==> src/rtl/segmul_pkg.sv <==
// Package: shared widths for the segmented multiplier.
// Assumes unsigned operands; every derived width follows from the parameters.
package segmul_pkg;
    parameter int A_W   = 8;                 // multiplicand width
    parameter int B_W   = 8;                 // multiplier width
    parameter int SEG_W = 4;                 // multiplicand nibble width
    parameter int GRP_W = 2;                 // multiplier group width
    localparam int N_SEG  = A_W / SEG_W;     // multiplicand segments
    localparam int N_GRP  = B_W / GRP_W;     // multiplier groups
    localparam int PP_W   = SEG_W + GRP_W;   // one segment product
    localparam int GSUM_W = A_W + GRP_W;     // one group sum
    localparam int P_W    = A_W + B_W;       // full product
endpackage

==> src/rtl/segmul_pp_cell.sv <==
// Module: one nibble-by-group product.
// Forms seg * grp by gated shifted copies of seg; assumes grp is GRP_W bits.
module segmul_pp_cell
    import segmul_pkg::*;
(
    input  logic [SEG_W-1:0] seg,
    input  logic [GRP_W-1:0] grp,
    output logic [PP_W-1:0]  pp
);
    // Add one shifted copy of seg per set bit of grp.
    always_comb begin
        pp = '0;
        for (int k = 0; k < GRP_W; k++) begin
            if (grp[k]) pp = pp + (PP_W'(seg) << k);
        end
    end
endmodule

==> src/rtl/segmul_group_sum.sv <==
// Module: first tree level for one multiplier group.
// Adds the weighted nibble products of one group; assumes N_SEG terms in.
module segmul_group_sum
    import segmul_pkg::*;
(
    input  logic [N_SEG*PP_W-1:0] pps,
    output logic [GSUM_W-1:0]     gsum
);
    // Place each nibble product at its nibble weight and add them.
    always_comb begin
        gsum = '0;
        for (int s = 0; s < N_SEG; s++) begin
            gsum = gsum + (GSUM_W'(pps[s*PP_W +: PP_W]) << (s*SEG_W));
        end
    end
endmodule

==> src/rtl/segmul_final_sum.sv <==
// Module: second tree level.
// Adds the group sums at group weights; assumes the sum fits in P_W bits.
module segmul_final_sum
    import segmul_pkg::*;
(
    input  logic [N_GRP*GSUM_W-1:0] gsums,
    output logic [P_W-1:0]          total
);
    // Place each group sum at its group weight and add them.
    always_comb begin
        total = '0;
        for (int g = 0; g < N_GRP; g++) begin
            total = total + (P_W'(gsums[g*GSUM_W +: GSUM_W]) << (g*GRP_W));
        end
    end
endmodule

==> src/rtl/segmul_top.sv <==
// Module: segmented operand additive multiplier, one output register stage.
// Splits op_a into nibbles and op_b into 2-bit groups, makes all segment
// products in parallel, and sums them in two levels. Reset is synchronous, active low.
module segmul_top
    import segmul_pkg::*;
(
    input  logic           clk,
    input  logic           rst_n,
    input  logic           in_valid,
    input  logic [A_W-1:0] op_a,
    input  logic [B_W-1:0] op_b,
    output logic [P_W-1:0] prod,
    output logic           prod_valid
);
    logic [N_SEG*PP_W-1:0]   pp_bus [N_GRP];
    logic [N_GRP*GSUM_W-1:0] gsum_bus;
    logic [P_W-1:0]          total;

    // One product cell per (group, nibble) pair, one group adder per group.
    for (genvar g = 0; g < N_GRP; g++) begin : g_grp
        for (genvar s = 0; s < N_SEG; s++) begin : g_seg
            segmul_pp_cell u_cell (
                .seg (op_a[s*SEG_W +: SEG_W]),
                .grp (op_b[g*GRP_W +: GRP_W]),
                .pp  (pp_bus[g][s*PP_W +: PP_W])
            );
        end
        segmul_group_sum u_gsum (
            .pps  (pp_bus[g]),
            .gsum (gsum_bus[g*GSUM_W +: GSUM_W])
        );
    end

    segmul_final_sum u_final (
        .gsums (gsum_bus),
        .total (total)
    );

    // Output stage: load the sum on valid input, hold it otherwise.
    always_ff @(posedge clk) begin
        if (!rst_n) begin
            prod       <= '0;
            prod_valid <= 1'b0;
        end else begin
            prod_valid <= in_valid;
            if (in_valid) prod <= total;
        end
    end
endmodule

==> config.mk <==
export PLATFORM = sky130hd
export DESIGN_NAME = segmul_top
export DESIGN_NICKNAME = d
export VERILOG_FILES = /design/src/rtl/segmul_pkg.sv /design/src/rtl/segmul_pp_cell.sv /design/src/rtl/segmul_group_sum.sv /design/src/rtl/segmul_final_sum.sv /design/src/rtl/segmul_top.sv
export SDC_FILE = /design/constraint.sdc
export NUM_CORES = 1
export LEC_CHECK = 0
export ABC_AREA = 1
export BUFFER_PORTS_ARGS = -buffer_cell sky130_fd_sc_hd__buf_2
export CORE_UTILIZATION = 45
export CTS_CLUSTER_DIAMETER = 80
export DETAILED_ROUTE_END_ITERATION = 16
export PLACE_DENSITY_LB_ADDON = 0.3
export SLEW_MARGIN = 10
export SYNTH_ARGS = -nofsm -noshare
export SYNTH_HDL_FRONTEND = slang
export SYNTH_SLANG_ARGS = --single-unit
export TNS_END_PERCENT = 5
==> constraint.sdc <==
create_clock -name clk -period 8 [get_ports clk]
set_clock_uncertainty 0.05 [all_clocks]
set_input_delay 1.6 -clock clk [delete_from_list [all_inputs] [get_ports clk]]
set_output_delay 1.6 -clock clk [all_outputs]
set_load 0.02 [all_outputs]
==> flow_summary.ini <==
[status]
status = finished, final reports clean

[drt]
drt_iter0_drc = 106
viasPerCell = 5.069
totalWireLength_um = 7779
ant_nets = 0
drc = 0
route.vias.total = 3229
post_drt_wl_per_cell_um = 12.21
first_pass_iters = 4

[timing]
setup_viol_count_final = 0
hold_viol_final = 0
tns_ps = 0
hold_ws_ps = 432.6
rsz0062_at_grt = false
fin_crit_ps = 5885
fin_ws_ps = 2115
relSlewSlack_pct = 69.72
finalCritPeriodShare_pct = 73.56
worst_slew_pin_slew_ps = 449.5
slew_viol_final = 0
fmax_ghz = 0.1699

[placed_design]
gp_congestion = 0.8760
placed_cells = 633
port_buffers = 35
post-dp-hpwl_um = 6615
dpl_cell_area_um2 = 3686
place_ws_ps = 1863

[synthesis]
synth-xor-area-share_pct = 5.582
synth_top_area_share_pct = 19.93
async_reset_ff_share_pct = 0
synth_ff_type = dfxtp_1
synth_fa_ha_area_share_pct = 33.85
synth_seq_cells = 17
synth.area.mux_share_pct = 0
yosys.area_share.simple_pct = 22.65
synth_edf_count = 0
synth_area_um2 = 3452
synth_top_area_cell = ha_1
synth-compound-area-share_pct = 14.53
yosysSeqAreaShare_pct = 9.859
synth_top_family_by_area = adder cells
synth.most_common_cell = nand2_1
syn_nets = 609
synthTopCellsByArea = ha_1, fa_1, nand2_1
avgSynthCellArea_um2 = 6.756
yosys-top-cells-count = nand2_1, inv_1, ha_1
postSynthCellCount = 511
synth.distinct_cells = 34
ys_warn_count = 0

[global_route]
grt_first_pass_wirelength_um = 13340
grt_most_used_layer = met2
track_usage_pct = 21.05
grtUsageMet1_pct = 26.46
grt_use_met2_pct = 39.12
grt_antenna_before_repair = 0
grt_overflow = 0
grt_max_degree = 24
grt_pass1_vias = 3128
use_met3_pct = 2.377

[floorplan]
die_area_um2 = 8025
placementRows = 31
fp.dieH_um = 89.59
core-area_um2 = 7331
start_util_pct = 47.09
io_pins = 36
die_w_um = 89.59

[worst_setup_path]
max_stage_delay_ps = 540
worstPathBufferInverterCount = 5
start_kind = primary input
crit_path_end_kind = flip-flop
critPathTopFamily = adder cells
cp_max_fo = 10
required_ps = 8100
crit_slowest_cell = fa_1
timing.critical_path.mode_cell = nand2_1
worstPathArrival_ps = 5990
worstSetupPathType = primary input to flip-flop

[power]
ir_drop_v = 0.00007266
p_total_mw = 0.6044
leakage_nw = 2.246
powerDensity_nw_per_um2 = 162.0

[cells_and_area]
finalNonFillerCells = 637
design_area_um2 = 3731
drive_gt1_share_pct = 11.34
fin_util_pct = 50.90
n_antenna_cell = 0
final_nets = 637
synthToLayoutAreaGrowth_pct = 8.083

[clocking]
cts_buffers = 3
cts_tree = built
cts_hold_buffers = 0
cts_resized = 0
root_buffer = clkbuf_8
cts_sinks = 17
postCtsSetupBuffers = 0
htree_num_levels = 1
clk_latency_ps = 250
clk_path_buf_depth = 2
clkTransAtPathRegs_ps = 60

[flow_run]
drv_cap = 0

[min_path]
hold_path.class = flip-flop to flip-flop
## per-layer routing
metal / up-vias / share of wire, %
met2: 56 / 50
met1: 1493 / 46
met5: - / 0
li1: 1670 / -
met4: 0 / 1.5
met3: 10 / 2.6
## flip-flops by register name, indices dropped and copies added (netlist names)
name        cells
prod           16
prod_valid      1
## cells by family after synthesis
group | count (synthesis)
buf+inv | 119
xor+xnor | 22
fa+ha+maj | 79
compound gates | 90
simple gates | 184
flops | 17
## cell usage in the layout (no fill, tap or decap), types with 3 or more instances in the layout
cell type | synthesis | routed
nor3_1 | 4 | 4
o21ai_1 | 7 | 7
nor2_1 | 37 | 37
a31oi_1 | 4 | 4
o211ai_1 | 4 | 4
inv_2 | 10 | 10
ha_1 | 55 | 55
clkbuf_8 | 0 | 3
o21ai_0 | 33 | 33
o21ai_2 | 4 | 4
dfxtp_1 | 17 | 17
inv_1 | 97 | 97
nand3_1 | 25 | 25
xnor2_1 | 8 | 8
buf_2 | 4 | 35
fa_1 | 24 | 24
a21oi_1 | 30 | 30
nand2_1 | 105 | 105
xor2_1 | 14 | 14
a21o_1 | 5 | 5
## where the power goes
part / leakage (nW) / switching [mW] / internal, mW / total [mW]
combinational: 2.08 / 0.268 / 0.165 / 0.433
sequential: 0.141 / 0.00766 / 0.101 / 0.109
clock: 0.0228 / 0.0274 / 0.0353 / 0.0627
total: 2.25 / 0.303 / 0.301 / 0.604
## worst paths after layout
check / from / endpoint / slack, ps / cells after the start
max: op_a[1] / prod[15] / 2120 / 26
min reg2reg: prod[11] / prod[11] / 430 / 2
max reg2reg: prod[6] / prod[6] / 7250 / 4
min: prod[11] / prod[11] / 430 / 2
## final cells by class
| type | instances | area (um^2) |
|---|---|---|
| inverter | 107 | 401.6 |
| fill | 741 | 3600 |
| multi-input combinational | 375 | 2645 |
| timing repair buffer | 35 | 175.2 |
| sequential | 17 | 340.3 |
| tap | 99 | 123.9 |
| clock buffer | 4 | 45.04 |
## worst min-delay path: stages, from the launching register on
cell,delay (ps)
dfxtp_1,320
o211ai_1,80
inv_1,50
Power figures use the tool's default switching activity.
